$ cat config.mk
export PLATFORM = sky130hd
export DESIGN_NAME = mbx_responder
export DESIGN_NICKNAME = d
export VERILOG_FILES = /design/src/rtl/mbx_pkg.sv /design/src/rtl/mbx_req_buffer.sv /design/src/rtl/mbx_resp_fmt.sv /design/src/rtl/mbx_engine.sv /design/src/rtl/mbx_responder.sv
export SDC_FILE = /design/constraint.sdc
export NUM_CORES = 1
export LEC_CHECK = 0
export ABC_AREA = 1
export BUFFER_PORTS_ARGS = -buffer_cell sky130_fd_sc_hd__buf_2
export CORE_MARGIN = 8
export CORE_UTILIZATION = 50
export DETAILED_ROUTE_END_ITERATION = 8
export PLACE_DENSITY = 0.69
export SYNTH_ARGS = -nofsm -noshare
export SYNTH_HDL_FRONTEND = slang
export SYNTH_SLANG_ARGS = --single-unit
$ cat constraint.sdc
create_clock -name clk -period 4.9 [get_ports clk]
set_input_delay 0 -clock clk [delete_from_list [all_inputs] [get_ports clk]]
set_output_delay 0 -clock clk [all_outputs]
set_load 0.1 [all_outputs]
$ cat src/rtl/mbx_pkg.sv
package mbx_pkg;

  typedef enum logic [1:0] {
    ST_IDLE  = 2'd0,
    ST_BUSY  = 2'd1,
    ST_READY = 2'd2
  } mbx_state_e;

  localparam logic [1:0] ADDR_CTRL = 2'd0;
  localparam logic [1:0] ADDR_STAT = 2'd1;
  localparam logic [1:0] ADDR_WMBX = 2'd2;
  localparam logic [1:0] ADDR_RMBX = 2'd3;

  localparam int CTRL_ABORT_BIT = 0;
  localparam int CTRL_GO_BIT    = 1;

  localparam int STAT_BUSY_BIT  = 0;
  localparam int STAT_ERR_BIT   = 1;
  localparam int STAT_READY_BIT = 2;

  localparam int LEN_W = 18;

  // Length field of header dword 1; an all-zero field means 2^LEN_W dwords.
  function automatic logic [LEN_W:0] decode_len(input logic [31:0] hdr);
    if (hdr[LEN_W-1:0] == '0) return {1'b1, {LEN_W{1'b0}}};
    return {1'b0, hdr[LEN_W-1:0]};
  endfunction

endpackage

$ cat src/rtl/mbx_req_buffer.sv
module mbx_req_buffer #(
  parameter int DEPTH = 8,
  parameter int DW    = 32,
  parameter int CW    = $clog2(DEPTH + 1)
) (
  input  logic          clk,
  input  logic          rst_n,
  input  logic          push,
  input  logic          clear,
  input  logic [DW-1:0] wdata,
  input  logic [CW-1:0] rd_idx,
  output logic [DW-1:0] rd_word,
  output logic [DW-1:0] len_word,
  output logic [CW-1:0] count,
  output logic          full
);

  localparam int AW = (DEPTH > 1) ? $clog2(DEPTH) : 1;

  logic [DEPTH-1:0][DW-1:0] mem;
  logic [CW-1:0]            count_q, count_d;
  logic                     count_en;

  // One storage word per slot, written when the fill pointer points at it.
  for (genvar g = 0; g < DEPTH; g++) begin : g_slot
    logic [DW-1:0] slot_q;
    logic          slot_en;
    assign slot_en = push && (count_q == CW'(g));
    always_ff @(posedge clk) begin
      if (slot_en) slot_q <= wdata;
    end
    assign mem[g] = slot_q;
  end

  always_comb begin
    count_en = clear | push;
    count_d  = clear ? '0 : count_q + CW'(1);
  end

  always_ff @(posedge clk or negedge rst_n) begin
    if (!rst_n)        count_q <= '0;
    else if (count_en) count_q <= count_d;
  end

  assign count    = count_q;
  assign full     = (count_q == CW'(DEPTH));
  assign rd_word  = mem[rd_idx[AW-1:0]];
  assign len_word = mem[1];

endmodule

$ cat src/rtl/mbx_resp_fmt.sv
module mbx_resp_fmt #(
  parameter int DW = 32,
  parameter int CW = 4
) (
  input  logic          valid,
  input  logic [CW-1:0] idx,
  input  logic [DW-1:0] req_word,
  output logic [DW-1:0] resp_word
);

  // Header dwords pass through; payload dwords are returned inverted.
  always_comb begin
    if (!valid)              resp_word = '0;
    else if (idx < CW'(2))   resp_word = req_word;
    else                     resp_word = ~req_word;
  end

endmodule

$ cat src/rtl/mbx_engine.sv
module mbx_engine
  import mbx_pkg::*;
#(
  parameter int CW      = 4,
  parameter int LATENCY = 4
) (
  input  logic           clk,
  input  logic           rst_n,
  input  logic           go,
  input  logic           abort,
  input  logic           wr_req,
  input  logic           ack,
  input  logic           full,
  input  logic [CW-1:0]  count,
  input  logic [LEN_W:0] len_dec,
  output logic           push,
  output logic           clear,
  output logic           busy,
  output logic           err,
  output logic           ready,
  output logic [CW-1:0]  rd_idx
);

  localparam int LW = $clog2(LATENCY + 1);

  mbx_state_e    state_q, state_d;
  logic          err_q, err_d;
  logic [CW-1:0] idx_q, idx_d;
  logic          idx_en;
  logic [LW-1:0] lat_q, lat_d;
  logic          lat_en;
  logic          len_ok, last;

  assign len_ok = (count >= CW'(2)) && (len_dec == (LEN_W+1)'(count));
  assign last   = (idx_q == count - CW'(1));
  assign push   = wr_req && !abort && (state_q == ST_IDLE) && !err_q && !full;

  always_comb begin
    state_d = state_q;
    err_d   = err_q;
    idx_d   = idx_q;
    idx_en  = 1'b0;
    lat_d   = lat_q;
    lat_en  = 1'b0;
    clear   = 1'b0;
    if (abort) begin
      state_d = ST_IDLE;
      err_d   = 1'b0;
      clear   = 1'b1;
      idx_en  = 1'b1;
      idx_d   = '0;
    end else begin
      if (wr_req && ((state_q != ST_IDLE) || full)) err_d = 1'b1;
      unique case (state_q)
        ST_IDLE: begin
          if (go && !err_q) begin
            if (len_ok) begin
              state_d = ST_BUSY;
              lat_en  = 1'b1;
              lat_d   = LW'(LATENCY - 1);
            end else begin
              err_d = 1'b1;
            end
          end
        end
        ST_BUSY: begin
          if (lat_q == '0) begin
            state_d = ST_READY;
            idx_en  = 1'b1;
            idx_d   = '0;
          end else begin
            lat_en = 1'b1;
            lat_d  = lat_q - LW'(1);
          end
        end
        ST_READY: begin
          if (ack) begin
            idx_en = 1'b1;
            if (last) begin
              state_d = ST_IDLE;
              clear   = 1'b1;
              idx_d   = '0;
            end else begin
              idx_d = idx_q + CW'(1);
            end
          end
        end
        default: state_d = ST_IDLE;
      endcase
    end
  end

  always_ff @(posedge clk or negedge rst_n) begin
    if (!rst_n) begin
      state_q <= ST_IDLE;
      err_q   <= 1'b0;
      idx_q   <= '0;
      lat_q   <= '0;
    end else begin
      state_q <= state_d;
      err_q   <= err_d;
      if (idx_en) idx_q <= idx_d;
      if (lat_en) lat_q <= lat_d;
    end
  end

  assign busy   = (state_q == ST_BUSY);
  assign ready  = (state_q == ST_READY);
  assign err    = err_q;
  assign rd_idx = idx_q;

  assert_abort_idle_R11: assert property (@(posedge clk) disable iff (!rst_n)
    abort |=> (!busy && !err && !ready));

  assert_ready_hold_R6: assert property (@(posedge clk) disable iff (!rst_n)
    (ready && !ack && !abort) |=> ready);

  assert_idx_stable_R5: assert property (@(posedge clk) disable iff (!rst_n)
    (ready && !ack && !abort) |=> $stable(rd_idx));

  assert_no_overflow_R9: assert property (@(posedge clk) disable iff (!rst_n)
    (wr_req && full && !abort) |=> err);

  assert_busy_write_R10: assert property (@(posedge clk) disable iff (!rst_n)
    (wr_req && (busy || ready) && !abort) |=> err);

  assert_bad_len_R7: assert property (@(posedge clk) disable iff (!rst_n)
    (go && !abort && !busy && !ready && !err && !len_ok) |=> (err && !busy));

  assert_go_blocked_R12: assert property (@(posedge clk) disable iff (!rst_n)
    (go && !abort && err && !busy) |=> !busy);

endmodule

$ cat src/rtl/mbx_responder.sv
module mbx_responder
  import mbx_pkg::*;
#(
  parameter int DEPTH   = 8,
  parameter int LATENCY = 4
) (
  input  logic        clk,
  input  logic        rst_n,
  input  logic        reg_we,
  input  logic [1:0]  reg_addr,
  input  logic [31:0] reg_wdata,
  output logic [31:0] reg_rdata
);

  localparam int DW = 32;
  localparam int CW = $clog2(DEPTH + 1);

  logic          ctrl_wr, go, abort, wr_req, ack;
  logic          push, clear, full, busy, err, ready;
  logic [CW-1:0] count, rd_idx;
  logic [DW-1:0] req_word, len_word, resp_word;
  logic [LEN_W:0] len_dec;

  assign ctrl_wr = reg_we && (reg_addr == ADDR_CTRL);
  assign go      = ctrl_wr && reg_wdata[CTRL_GO_BIT];
  assign abort   = ctrl_wr && reg_wdata[CTRL_ABORT_BIT];
  assign wr_req  = reg_we && (reg_addr == ADDR_WMBX);
  assign ack     = reg_we && (reg_addr == ADDR_RMBX) && (reg_wdata == '0);
  assign len_dec = decode_len(len_word);

  mbx_req_buffer #(.DEPTH(DEPTH), .DW(DW), .CW(CW)) u_buf (
    .clk      (clk),
    .rst_n    (rst_n),
    .push     (push),
    .clear    (clear),
    .wdata    (reg_wdata),
    .rd_idx   (rd_idx),
    .rd_word  (req_word),
    .len_word (len_word),
    .count    (count),
    .full     (full)
  );

  mbx_engine #(.CW(CW), .LATENCY(LATENCY)) u_eng (
    .clk     (clk),
    .rst_n   (rst_n),
    .go      (go),
    .abort   (abort),
    .wr_req  (wr_req),
    .ack     (ack),
    .full    (full),
    .count   (count),
    .len_dec (len_dec),
    .push    (push),
    .clear   (clear),
    .busy    (busy),
    .err     (err),
    .ready   (ready),
    .rd_idx  (rd_idx)
  );

  mbx_resp_fmt #(.DW(DW), .CW(CW)) u_fmt (
    .valid     (ready),
    .idx       (rd_idx),
    .req_word  (req_word),
    .resp_word (resp_word)
  );

  always_comb begin
    reg_rdata = '0;
    unique case (reg_addr)
      ADDR_STAT: begin
        reg_rdata[STAT_BUSY_BIT]  = busy;
        reg_rdata[STAT_ERR_BIT]   = err;
        reg_rdata[STAT_READY_BIT] = ready;
      end
      ADDR_RMBX: reg_rdata = resp_word;
      default:   reg_rdata = '0;
    endcase
  end

  assert_rmbx_quiet_R6: assert property (@(posedge clk) disable iff (!rst_n)
    (!ready && (reg_addr == ADDR_RMBX)) |-> (reg_rdata == '0));

  assert_flags_excl_R3: assert property (@(posedge clk) disable iff (!rst_n)
    !(busy && ready));

endmodule

# --- After elaboration in Yosys (flattened, before gate mapping) ---
# Cells that the tools add are included.
word_totals:
  regBits: 270
  input_bits: 37
  out_inout_bits: 32
  wordCells: 127
op_classes:
  add_sub_neg: 4
  n_lt_le_gt_ge: 3
  n_eq_ne: 23
  mux: 44
  bitwise_logic: 3
  reduce_logical: 37
ops:
  columns: ["cell", "count"]
  rows:
  - ["32-bit binary-select mux with 3-bit select", 1]
  - ["32-bit two-way mux", 3]
  - ["19-bit two-way mux", 2]
  - ["32-bit zero test", 1]
  - ["32-bit inverter", 1]
  - ["29-bit two-way mux", 1]
  - ["1-bit logical AND", 21]
  - ["4-bit two-way mux", 5]
  - ["19-bit by 4-bit equality test with 1-bit output", 1]
  - ["18-bit zero test", 1]
  - ["1-bit two-way mux", 17]
  - ["4-bit by 3-bit equality test with 1-bit output, second input constant", 4]
  - ["2-bit two-way mux", 6]
  - ["3-bit one-hot mux with 2 select lines", 2]
  - ["3-bit two-way mux", 3]
  - ["3-bit by 1-bit != test with 1-bit output, second input constant", 3]
  - ["4-bit by 1-bit adder with 4-bit output, second input constant", 2]
  - ["4-bit by 2-bit equality test with 1-bit output, second input constant", 2]
  - ["4-bit one-hot mux with 2 select lines", 1]
  - ["2-bit equality test, second input constant", 3]
  - ["3-bit by 2-bit != test with 1-bit output, second input constant", 2]
  - ["2-bit one-hot mux with 3 select lines", 1]
  - ["6-bit AND reduction", 1]
  - ["5-bit AND reduction", 1]
  - ["22 further kinds", 29]

# --- Depth between registers and ports, before layout ---
# Gate-level depths: netlist of run 1.
depth:
  depth_word: 10
  depth_mapped: 13
  ltp_nobuf: 13

# --- Cells and area by module ---
# Synthesis of run 1 repeated with hierarchy kept, for this count alone.
hier_totals:
  hier_cells: 1587
  area_unflattened_um2: 13574.3
modules_own_cells:
  columns: ["module", "n_inst", "cells_each", "area_per_inst_um2", "seq_area_each_um2"]
  rows:
  - ["mbx_req_buffer", 1, 1148, 11467.2, 7787.5]
  - ["mbx_engine", 1, 155, 967.2, 250.2]
  - ["mbx_responder", 1, 144, 574.3, 0.0]
  - ["mbx_resp_fmt", 1, 140, 565.5, 0.0]

# --- Worst setup path after synthesis of run 1 ---
# OpenSTA, ideal clock, no wires.
synth_path:
  path_type: "flip-flop to flip-flop"
  from: "reg u_buf.count_q[0] (netlist: u_buf.count[0])"
  to: "reg u_buf.g_slot[0].slot_q[0] (enable)"
  setup_time_ns: 0.461
  arrival_ns: 3.278
  setup_slack_ns: 1.161
  stages_incl_launch_ff: 6
  synth_period_minus_slack_ns: 3.739
  path_cell_list: "dfrtp_1 inv_1 ha_1 nand3_1 nand3_2 nor3_1"
synth_via:
  elab_chain_cells: 4
synth_lines:
  columns: ["item", "line", "source"]
  rows:
  - ["start: declaration", "mbx_req_buffer.sv:21", "logic [CW-1:0] count_q, count_d;"]
  - ["start signal: assignment", "mbx_req_buffer.sv:42", "else if (count_en) count_q <= count_d;"]
  - ["4-bit equality test", "mbx_req_buffer.sv:46", "assign full = (count_q == CW'(DEPTH));"]
  - ["1-bit zero test", "mbx_engine.sv:36", "assign push = wr_req && !abort && (state_q == ST_IDLE) && !err_q && !full;"]
  - ["1-bit logical AND", "mbx_engine.sv:36", null]
  - ["1-bit logical AND (*)", "mbx_req_buffer.sv:28", "assign slot_en = push && (count_q == CW'(g));"]
  - ["via u_buf.g_slot[0].slot_en", "mbx_req_buffer.sv:27", "logic slot_en;"]
  - ["end signal: assignment", "mbx_req_buffer.sv:30", "if (slot_en) slot_q <= wdata;"]
  - ["end: declaration", "mbx_req_buffer.sv:26", "logic [DW-1:0] slot_q;"]
# The timed path passes the listed nets; every way through them passes the cells marked *.
# A chain may end at the register's enable or synchronous reset.

# --- Worst setup path after layout of run 1 ---
layout_path:
  from: "reg u_eng.idx_q[1] (netlist: u_eng.rd_idx[1])"
  to: "out reg_rdata[27]"
layout_via:
  elab_chain_cells: 6
layout_lines:
  columns: ["item", "line", "source"]
  rows:
  - ["start: declaration", "mbx_engine.sv:28", "logic [CW-1:0] idx_q, idx_d;"]
  - ["start signal: assignment", "mbx_engine.sv:102", "if (idx_en) idx_q <= idx_d;"]
  - ["32-bit binary-select mux with 3-bit select", "mbx_req_buffer.sv:47", "assign rd_word = mem[rd_idx[AW-1:0]];"]
  - ["32-bit two-way mux (not written as such)", "mbx_req_buffer.sv:47", null]
  - ["32-bit inverter", "mbx_resp_fmt.sv:15", "else resp_word = ~req_word;"]
  - ["32-bit two-way mux (*)", "mbx_resp_fmt.sv:14", "else if (idx < CW'(2)) resp_word = req_word;"]
  - ["32-bit two-way mux (*)", "mbx_resp_fmt.sv:13", "if (!valid) resp_word = '0;"]
  - ["29-bit two-way mux (*)", "mbx_responder.sv:71", "unique case (reg_addr)"]
  - ["end: declaration", "mbx_responder.sv:12", "output logic [31:0] reg_rdata"]
# Every way passes the cells marked *; elsewhere a longest branch is shown, timed or not. The select of a mux whose other input is x is not followed.

==> results, run 1 <==
- STA classifies the critical path startpoint as a register.
- The kind of end point of the critical path is an output port.
- The number of pins with negative max-slew slack in the final report is 0.
- The largest stage delay on the critical path is 0.84 ns.
- The sequential-to-total area share from yosys stat is 68.06%.
- The critical path data required time is 4.90 ns.
- Across the VDD grid, the largest voltage drop is 372.8 uV.
- The number of nets in the finished design is 1176.
- Derived from the worst setup path, the maximum achievable clock frequency is 279.8 MHz.
- The floorplan step set the die height to 169.7 um.
- The total congestion overflow is 0.
- The total nets after synthesis is 1077.
- The area share of the leading cell type in the synthesized netlist is 65.09%.
- The storage element area is 8041 um2.
- Sorting the synthesized cells by how often they occur yields sky130_fd_sc_hd__edfxtp_1 (256), sky130_fd_sc_hd__nand2_1 (142), sky130_fd_sc_hd__nor2_1 (119), sky130_fd_sc_hd__o21ai_0 (89), sky130_fd_sc_hd__nand3_1 (71).
- The pin count of the biggest net entering global routing is 80.
- Once the floorplan was initialized, standard cells occupied 50.62% of the core.
- The share of the clock period used by the worst path after layout is 72.94%.
- The post-synthesis instance area is 11810 um2.
- The total inserted antenna cells is 0.
- For this run, the number of Yosys warnings is 0.
- Setup violations remaining at the end of the flow were counted as 0.
- The root buffer cell is sky130_fd_sc_hd__clkbuf_16.
- The first TritonRoute pass finished after 7 iterations.
- The data arrival time of the critical path is 3.57 ns.
- The worst pin sits at a relative slew slack of 20.60%.
- Sorting the synthesized cells by area gives the leading types as sky130_fd_sc_hd__edfxtp_1 (65%), sky130_fd_sc_hd__nand2_1 (4.5%), sky130_fd_sc_hd__nor2_1 (3.8%), sky130_fd_sc_hd__o21ai_0 (3.8%), sky130_fd_sc_hd__nand3_1 (3.0%).
- The critical-path maximum fanout is 51.
- The number of gates given a new drive strength after cts is 0.
- The die footprint is 28790 um2.
- The leakage power total is 5.122 nW.
- After layout, the design draws a total of 6.006 mW.
- In the routed design, unresolved DRC markers number 0.
- The first global-routing pass estimated 44280 um of wire.
- Clock-pin slew was measured on the worst setup and hold paths at 0.06 ns.
- The signal on the critical path passes through inv_2, buf_4, o21ai_0, o22a_1, a211oi_1, buf_2.
- The async set-reset flop share out of synthesis is 5.185%.
- Cells with a size suffix above 1 make up 14.21% of the layout.
- Counting the fill cells in the layout gives 1876.
- The die span in x is 169.7 um.
- TritonCTS built the clock tree.
- In this run the number of H-tree levels came out at 1.
- The area of all placed cells without fillers is 13680 um2.
- The setup TNS is 0 ns.
- Together, buffers and inverters on the worst path number 3.
- Setup repair after global routing left no endpoint under its margin.
- The relative area change from synthesis to final layout is 15.80%.
- The top-level I/O count is 69.
- The most frequently used flop master after synthesis is sky130_fd_sc_hd__edfxtp_1.
- The half-perimeter wire length after placement is 16680 um.
- The clock period could shrink to 3.574 ns.
- The total routing usage reported by global routing is 19.59%.
- The maximum clock insertion buffer count is 3.
- The number of max-capacitance violations reported is 0.
- The total of flip-flops plus latches after synthesis is 270.
- The core region is 23330 um2.
- The area after detailed placement is 12450 um2.
- The number of instances in the synthesized netlist is 1029.
- The number of synthesized flops with an enable pin is 256.
- Summing all multi-input logic gate instances after layout gives 3222 um2.
- The slew at the pin closest to its max-slew limit is 1.185 ns.
- After the first detailed-routing iteration, the DRC count stood at 669.
- The biggest area contributor in the post-synthesis netlist is sky130_fd_sc_hd__edfxtp_1.
- The via count of the first global-routing pass is 8115.
- The slack of the worst reg-to-reg path is 1.80 ns.
- For the worst-skew pair, the clock arrives at the later sink with an insertion delay of 0.54 ns.
- Clock skew on the completed layout was measured at 0.005624 ns.
- The flow ran to the end, and the final reports show no timing, DRC or antenna violations.
- The number of nets with antenna violations after detailed routing is 0.
- The routability-driven placement congestion ratio is 0.9128.
- During placement, the flow inserted port buffers numbering 68.
- The largest individual stage delay along the critical path comes from the cell sky130_fd_sc_hd__inv_2.
- The worst setup path category is register to output port.
- For this design the ratio of total power to cell area is 439.2 nW/um2.
- The TritonCTS buffer count is 27.
- The via count is 8229.
- The tightest min-delay check is of the input pin to register type.
- The detailed-route wire length per cell is 19.35 um.
- The number of different library cells used by synthesis comes to 41.
- The initialized floorplan defines 56 standard-cell rows.
- In this design, the largest share of critical-path delay is due to buffers and inverters.
- The count of clock tree sinks is 270.
- The count of final hold-check violations is 0.
- The most frequently used cell type in the post-synthesis netlist is sky130_fd_sc_hd__edfxtp_1.
- Summed over all layers, the routed wires come to 28360 um.
- The ratio of routed vias to standard cells is 5.613.
- The average instance in the mapped netlist occupies 11.48 um2.
- The number of antenna violations at the first check in global routing came to 0.
[registers in the layout (all words and copies together) (netlist names)]
name / cells
u_buf.count: 4
u_buf.g_slot.slot_q: 224
u_buf.len_word: 32
u_eng.err: 1
u_eng.lat_q: 3
u_eng.rd_idx: 4
u_eng.state_q: 2
[routing by layer]
metal  track usage [%]  vias to the layer above  share of wire (%)  wire length, um
li1                  -                     3858                  -                -
met1             25.75                     3983                 42            11970
met2             32.26                      324                 48            13620
met3             3.094                       64                6.4             1817
met4             7.618                        0                3.4              951
met5                 0                        -                  0                0
[stage by stage]
step	setup slack, ns	utilization [%]	std cells	hold WS (ns)
after global placement	1.924	53.38	1381	-0.06338
final	1.326	58.61	1466	0.1164
after detailed placement	1.886	53.38	1381	-0.06146
after floorplan	1.161	-	1029	-0.2956
after global routing	1.113	58.61	1466	0.1892
after CTS	1.314	58.61	1466	0.09424
[path summary, 6_finish.rpt]
kind / startpoint / endpoint / depth (start not counted)
max: u_eng.rd_idx[1] / reg_rdata[27] / 6
min in group asynchronous: rst_n / u_eng.rd_idx[0] / 3
max in group asynchronous: rst_n / u_eng.rd_idx[0] / 3
min reg2reg: u_eng.lat_q[1] / u_eng.lat_q[1] / 2
max reg2reg: u_buf.count[0] / u_buf.g_slot[7].slot_q[16] / 8
min: reg_addr[0] / u_eng.rd_idx[0] / 6
[layout by cell type (no fill, tap or decap), types with 8 or more instances in the layout]
cell,count
sky130_fd_sc_hd__o21ai_1,46
sky130_fd_sc_hd__nor3_2,8
sky130_fd_sc_hd__ha_1,11
sky130_fd_sc_hd__a21oi_1,49
sky130_fd_sc_hd__buf_4,21
sky130_fd_sc_hd__clkbuf_1,8
sky130_fd_sc_hd__inv_1,67
sky130_fd_sc_hd__nand2_1,142
sky130_fd_sc_hd__dfrtp_1,13
sky130_fd_sc_hd__nor2_1,117
sky130_fd_sc_hd__nand3_1,71
sky130_fd_sc_hd__edfxtp_1,256
sky130_fd_sc_hd__clkbuf_16,27
sky130_fd_sc_hd__o21ai_0,89
sky130_fd_sc_hd__a211oi_1,23
sky130_fd_sc_hd__buf_2,68
sky130_fd_sc_hd__dlygate4sd3_1,37
sky130_fd_sc_hd__o22a_1,16
[where the power goes]
part	total, mW	switching [mW]	internal [mW]
clock network	2.00	0.851	1.15
registers	2.67	0.0594	2.61
logic	1.34	0.945	0.390
total	6.01	1.86	4.15
[kinds of logic after synthesis]
kind of cell | after synthesis | share of synthesized area [%]
and+or+nand+nor | 369 | 13.30
AOI/OAI and AO/OA | 241 | 11.80
adders and majority gates | 11 | 1.165
buffers and inverters | 130 | 5.085
DFF | 270 | 68.06
xor gates and xnor gates | 8 | 0.5933
[final cells by class]
cell class                      instances  area share, %
Tap cell                              319          2.919
Sequential cell                       270          58.80
Clock buffer                           37          5.361
Inverter                               73          2.004
Clock inverter                         11         0.8600
Multi-Input combinational cell        629          23.56
Timing Repair Buffer                  127          6.496
[worst min-delay path: stages]
cell	delay, ns
sky130_fd_sc_hd__buf_2	0.15
sky130_fd_sc_hd__inv_1	0.08
sky130_fd_sc_hd__nand4_2	0.15
sky130_fd_sc_hd__nand2_2	0.12
sky130_fd_sc_hd__nand3_1	0.08
sky130_fd_sc_hd__nand2_1	0.05
[what timing repair did]
| item | 4_1_cts | 5_1_grt |
|---|---|---|
| endpoints found under the hold margin | 271 | 0 |
| setup buffers | 0 | 0 |
| hold buffers | 37 | 0 |
Power figures use the tool's default switching activity.
==> run 2, diff against run 1 <==
--- a/config.mk
+++ b/config.mk
@@ -10,7 +10,7 @@
 export CORE_MARGIN = 8
 export CORE_UTILIZATION = 50
 export DETAILED_ROUTE_END_ITERATION = 8
-export PLACE_DENSITY = 0.69
+export PLACE_DENSITY = 0.71
 export SYNTH_ARGS = -nofsm -noshare
 export SYNTH_HDL_FRONTEND = slang
 export SYNTH_SLANG_ARGS = --single-unit
==> constraint.sdc (replaced) <==
create_clock -name clk -period 3.1 [get_ports clk]
set_input_delay 0 -clock clk [delete_from_list [all_inputs] [get_ports clk]]
set_output_delay 0 -clock clk [all_outputs]
set_load 0.1 [all_outputs]
==> results, run 2 (synthesis results as in run 1) <==
- The flow ran to the end, and the final reports show no timing, DRC or antenna violations.
- The library cell used most frequently in the layout, excluding fill and tap cells, is sky130_fd_sc_hd__edfxtp_1.
- The via count of the first global-routing pass is 7941.
- Clock tree synthesis found a total of 270 sinks.
- At the pin with the least slew margin, the transition time is 0.9867 ns.
- Setup repair after global routing left no endpoint under its margin.
- The via count is 8082.
- The relative slew slack is 34.22%.
- The clock passes through at most 3 buffers.
- The number of pins with negative max-slew slack in the final report was 0.
- The later pin in the worst-skew pair is clocked with a latency of 0.53 ns.
- The number of antenna violations at the first check in global routing was 1.
- The count of final hold-check violations came to 0.
- In the routed layout, each cell is associated on average with a via count of 5.509.
- The number of nets in the finished design is 1177.
- The routability-driven placement congestion ratio is 0.8842.
- The flip-flop count of the largest register, all copies and words added is 224.
- Final hold analysis gives a worst-case slack of 0.1290 ns.
- The critical path data required time is 3.10 ns.
- STA classifies the critical path startpoint as a register.
- The total routing usage reported by global routing is 19.09%.
- Once the clock tree was built, the resizer swapped 0 gates to a different size.
- The routed wire length is 27470 um.
- Clock-pin slew was measured on the worst setup and hold paths at 0.06 ns.
- The worst hold path belongs to the class input pin to register.
- In this run the register-to-register setup slack is 0.65 ns.
- The first-pass GRT wire length is 43540 um.
- The total buffers and inverters traversed by the critical path is 3.
- In this run the remaining antenna-violating nets after routing total 0.
- The critical-path maximum fanout is 20.
- Compared with the post-synthesis result, the final layout area differs by 22.40%.
- Ranked by flip-flop count, first place goes to u_buf.g_slot.slot_q.
- The slowest cell on the critical path is sky130_fd_sc_hd__dfrtp_2.
- The TritonCTS buffer count is 28.
- The power density over the cells is 691.8 nW/um2.
- The pin count of the biggest net entering global routing is 89.
- The largest stage delay on the critical path is 0.70 ns.
- In this run the horizontal extent of the chip is 169.7 um.
- The final critical path takes up 89.55% of the cycle.
- The total number of H-tree levels is 1.
- After detailed placement, the design holds a cell count of 1381.
- For the final database, setup skew stands at 0.008690 ns.
- The signal on the critical path passes through inv_2, o21ai_2, buf_4, o21ai_1, a211oi_2, buf_12.
- The kind of end point of the critical path is an output port.
- Buffers added to address setup during post-CTS repair amount to 0.
- The first TritonRoute pass finished after 5 iterations.
- Leaving out fill and tap cells, the most frequent cells in the layout are sky130_fd_sc_hd__edfxtp_1 (256), sky130_fd_sc_hd__nand2_1 (142), sky130_fd_sc_hd__nor2_1 (117), sky130_fd_sc_hd__o21ai_0 (88), sky130_fd_sc_hd__nand3_1 (71).
- Static timing analysis puts the maximum clock frequency at 360.2 MHz.
- The number of max-capacitance violations reported is 0.
- The height of the chip is 169.7 um.
- For this design the static power due to leakage is 5.294 nW.
- After layout, the minimum clock period comes to 2.776 ns.
- The violation count after the first detailed-routing iteration is 719.
- The filler cells instantiated in the layout total 1762.
- The non-filler instance count after layout is 1467.
- IR analysis of the VDD net gives a maximum drop of 487.8 uV.
- The die footprint is 28790 um2.
- After legalization and detailed placement, the total HPWL measured 16200 um.
- The count of standard-cell rows is 56.
- The cell family contributing the most delay on the critical path is compound AO/OA/AOI/OAI gates.
- Input and output buffers added on the ports amount to 68.
- The initial utilization of the core area, before any placement, comes to 50.62%.
- Setup violations remaining at the end of the flow were counted as 0.
- The worst setup path is of the register to output port kind.
- For this run the aggregate overflow at the end of global routing stands at 0.
- After floorplanning, the core was sized to cover 23330 um2.
- The data arrival time of the critical path is 2.78 ns.
- In the routed design, unresolved DRC markers number 0.
- The setup TNS is 0 ns.
- The share of post-route cells with drive strength above 1 is 17.18%.
- The top-level I/O count is 69.
- The tree is rooted in a sky130_fd_sc_hd__clkbuf_16.
- The detailed-route wire length per cell is 18.72 um.
- TritonCTS built the clock tree.
## run 2: cell type report
type,count,area [um2],area share (%)
Inverter,73,274.0,1.896
Multi-Input combinational cell,629,3362,23.26
Timing Repair Buffer,127,1431,9.902
Tap cell,319,399.1,2.761
Antenna cell,1,2.502,0.01731
Sequential cell,270,8043,55.64
Clock inverter,15,202.7,1.402
Clock buffer,33,740.7,5.124
## run 2: repair_timing
item	CTS	global route
endpoints found under the setup margin	0	0
hold buffers	37	0
hold endpoints to repair	271	0
## run 2: metrics by stage
stage | power, mW | utilization (%) | setup WS (ns) | cell area [um2]
3_3_place_gp | 6.544 | 56.31 | 0.8161 | 13140
6_report | 10.00 | 61.95 | 0.3239 | 14460
3_5_place_dp | 6.598 | 56.31 | 0.7103 | 13140
2_1_floorplan | 5.963 | - | -0.6392 | 11950
5_1_grt | 10.44 | 61.95 | 0.2024 | 14460
4_1_cts | 10.05 | 61.94 | 0.3035 | 14450
## run 2: path summary, 6_finish.rpt
check,start,endpoint,depth (start not counted)
max,u_eng.rd_idx[2],reg_rdata[12],6
min,reg_addr[0],u_eng.rd_idx[1],6
max reg2reg,u_buf.count[0],u_buf.g_slot[7].slot_q[1],8
min reg2reg,u_eng.lat_q[1],u_eng.lat_q[1],2
max in group asynchronous,rst_n,u_eng.rd_idx[0],3
min in group asynchronous,rst_n,u_eng.err,3
## run 2: where the power goes
part	leakage (nW)	switching, mW	internal, mW
combinational	2.36	1.58	0.756
clock	0.451	1.32	2.11
sequential	2.48	0.110	4.12
## run 2: per-layer routing
metal  routed length (um)  track usage (%)
met1                11760            25.58
met2                13560            31.98
met3                 1718            2.977
met4                  430            5.117
met5                    0                0
## run 2: worst register-to-register path: cells and delay by family (launching register included)
kind	cells	cell delay, ns
fa+ha+maj	1	0.24
buf+inv	3	0.62
flops	1	0.48
simple gates	4	0.80
==> run 3, diff against run 2 <==
--- a/config.mk
+++ b/config.mk
@@ -10,7 +10,7 @@
 export CORE_MARGIN = 8
 export CORE_UTILIZATION = 50
 export DETAILED_ROUTE_END_ITERATION = 8
-export PLACE_DENSITY = 0.71
+export PLACE_DENSITY = 0.69
 export SYNTH_ARGS = -nofsm -noshare
 export SYNTH_HDL_FRONTEND = slang
 export SYNTH_SLANG_ARGS = --single-unit
==> constraint.sdc (replaced) <==
create_clock -name clk -period 2.6 [get_ports clk]
set_input_delay 0 -clock clk [delete_from_list [all_inputs] [get_ports clk]]
set_output_delay 0 -clock clk [all_outputs]
set_load 0.1 [all_outputs]
==> results, run 3 (synthesis results as in run 1) <==
- The flow ran to the end, and the final reports show no timing, DRC or antenna violations.
- The routed design uses 2495 um of met3 wire.
- The detailed-route wire length per cell is 19.16 um.
- The half-perimeter wire length after placement is 17420 um.
- The total congestion overflow is 0.
- Leaving out fill and tap cells, the most frequent cells in the layout are sky130_fd_sc_hd__edfxtp_1 (256), sky130_fd_sc_hd__nand2_1 (142), sky130_fd_sc_hd__nor2_1 (117), sky130_fd_sc_hd__o21ai_0 (88), sky130_fd_sc_hd__nand3_1 (71).
- Walking the worst path, the cells encountered are inv_1, ha_2, nand2_1, nor2_1, inv_1, buf_4, o31ai_2, clkbuf_16.
- At the worst endpoint, the required time is 2.60 ns.
- The total routing usage reported by global routing is 19.68%.
- In this run the number of H-tree levels came out at 1.
- The floorplan step set the die height to 169.7 um.
- The number of pins with negative max-slew slack in the final report is 0.
- The routed design has 28570 um of wire.
- STA classifies the critical path startpoint as a register.
- The register bank with the most flops is u_buf.g_slot.slot_q.
- IR analysis of the VDD net gives a maximum drop of 630.6 uV.
- The worst pin sits at a relative slew slack of 44.50%.
- The die span in x is 169.7 um.
- The data arrival time of the critical path is 2.51 ns.
- The buffer count from post-CTS setup fixing is 0.
- The overall power after layout is 11.71 mW.
- The area growth from synthesis to layout is 24.04%.
- The post-place setup slack is 0.2458 ns.
- The initial utilization of the core area, before any placement, comes to 50.62%.
- The number of antenna violations at the first check in global routing came to 0.
- The top-level I/O count is 69.
- In the final timing run, aggregate negative setup slack is 0 ns.
- The via count of the first global-routing pass is 8158.
- Setup repair after global routing could not meet its margin everywhere.
- The analysis attributes to net switching a power of 3.709 mW.
- The violation count after the first detailed-routing iteration is 794.
- The region available for standard cell placement spans 23330 um2.
- In this run the worst hold path is classified as input pin to register.
- The shortest period the worst path allows is 2.506 ns.
- The internal power is 8.002 mW.
- For this run, the share of the core covered by cells in the final layout is 62.78%.
- The worst path uses 96.37% of the clock period.
- Combinational logic is responsible for 25.4% of the overall power.
- For this design the ratio of total power to cell area is 799.5 nW/um2.
- For the final database, setup skew stands at 0.02037 ns.
- At the pin with the least slew margin, the transition time is 0.8298 ns.
- The clock network accounts for 31.7% of the total power.
- The floorplan has 56 rows.
- STA classifies the critical path endpoint as an output port.
- Counting the buffers created by CTS gives 28.
- The most common cell after layout, fill and taps aside is sky130_fd_sc_hd__edfxtp_1.
- The most repeated library cell on the critical path is sky130_fd_sc_hd__inv_1.
- The analysis attributes to cell leakage a power of 5.419 nW.
- The final worst hold slack is 0.1048 ns.
- The critical path in this run is classified as register to output port.
- The pin count of the biggest net entering global routing is 70.
- The switching portion of total power is 31.67%.
- The later pin in the worst-skew pair is clocked with a latency of 0.56 ns.
- After clock tree synthesis, the clock-pin slew on the worst setup and hold paths is 0.06 ns.
- Using the TritonRoute via totals, the vias-per-cell ratio works out to 5.575.
- The root buffer cell is sky130_fd_sc_hd__clkbuf_16.
- The number of remaining DRC errors is 0.
- TritonCTS built the clock tree.
- In this run the remaining antenna-violating nets after routing total 0.
- The non-filler instance count after layout is 1491.
- Cells with a size suffix above 1 make up 18.26% of the layout.
- The uppermost layer routed is met4.
- The register with the most flip-flops in the layout has 224 of them.
- The number of optimization iterations in the first detailed-route pass is 6.
- Derived from the worst setup path, the maximum achievable clock frequency is 399.1 MHz.
- The area of all placed cells without fillers is 14650 um2.
- The count of final hold-check violations is 0.
- Across the run, the number of max-cap violations was 0.
- The power share of the sequential group is 42.9%.
- The die covers 28790 um2.
- The repair_antennas step left the layout with diodes totalling 0.
- For this design, the sink count on the clock tree is 270.
- The area after detailed placement is 13260 um2.
- No sink is reached through more buffers than the 3 on the longest clock path.
- The slowest stage of the critical path is the sky130_fd_sc_hd__dfrtp_1 cell.
- The first global-routing pass estimated 44340 um of wire.
- The cell total after placement is 1402.
- At the end of routability-driven placement, the weighted congestion stood at 0.8848.
- The via count is 8313.
- Input and output buffers added on the ports amount to 68.
- In this design, the stage delay of the slowest critical-path cell is 0.40 ns.
- For this run, the post-layout net count is 1199.
- The routed metal-1 wirelength is 11440 um.
- Across all setup checks in the final design, the least slack found is 0.09428 ns.
- The total met2 wirelength after detailed routing is 13890 um.
- Setup violations remaining at the end of the flow were counted as 0.
- In this run the worst path has a maximum fanout of 17.
-- run 3: cell count changes in the layout (fill, tap and decap cells not counted), sizes merged --
| cell | delta |
|---|---|
| clkinvlp | -3 |
| bufinv | -5 |
| inv | +1 |
| clkinv | +3 |
| buf | +20 |
| clkbuf | +9 |
| diode | -1 |
-- run 3: power by group through the flow --
stage               combinational, mW  sequential (mW)  clock, mW
floorplan                        2.00             5.08          0
global placement                 2.75             5.10          0
detailed placement               2.79             5.11          0
CTS                              2.89             5.02       3.76
global route                     3.26             5.04       3.90
finish                           2.98             5.03       3.71
-- run 3: path summary, 6_finish.rpt --
kind / from / to / slack [ns] / cells past startpoint
min in group asynchronous: rst_n / u_buf.count[1] / 0.66 / 3
max reg2reg: u_buf.count[0] / u_buf.g_slot[7].slot_q[7] / 0.17 / 8
max: u_eng.state_q[0] / reg_rdata[1] / 0.09 / 8
min: reg_addr[0] / u_eng.rd_idx[2] / 0.10 / 6
min reg2reg: u_eng.lat_q[1] / u_eng.lat_q[1] / 0.47 / 2
max in group asynchronous: rst_n / u_eng.rd_idx[0] / 1.32 / 3
-- run 3: layout make-up --
class | count | area, um2
clock buffer | 40 | 775.7
sequential | 270 | 8044
fill | 1746 | 8683
timing repair buffer | 149 | 1673
clock inverter | 11 | 81.33
multi-input combinational | 629 | 3390
inverter | 73 | 286.5
tap | 319 | 399.1
-- run 3: per-layer routing --
layer	vias to the layer above	track usage (%)
met3	60	3.792
met5	-	0.6944
met1	4002	24.99
li1	3912	-
met2	339	33.22
met4	0	6.849
-- run 3: timing repair --
action                                  CTS  global route
hold buffers                             37             0
endpoints found under the hold margin   271             0
resized for setup                        14            17
pin swaps                                 0             1
gates cloned                              0             1
endpoints found under the setup margin   27            15
-- run 3: worst max-delay path, delay by kind of cell, from the launching register on --
family | cells | cell delay, ns
flip-flops | 1 | 0.40
AND/OR/NAND/NOR | 2 | 0.26
AO/OA/AOI/OAI | 1 | 0.38
buffers and inverters | 4 | 0.69
adder cells (fa/ha/maj) | 1 | 0.23
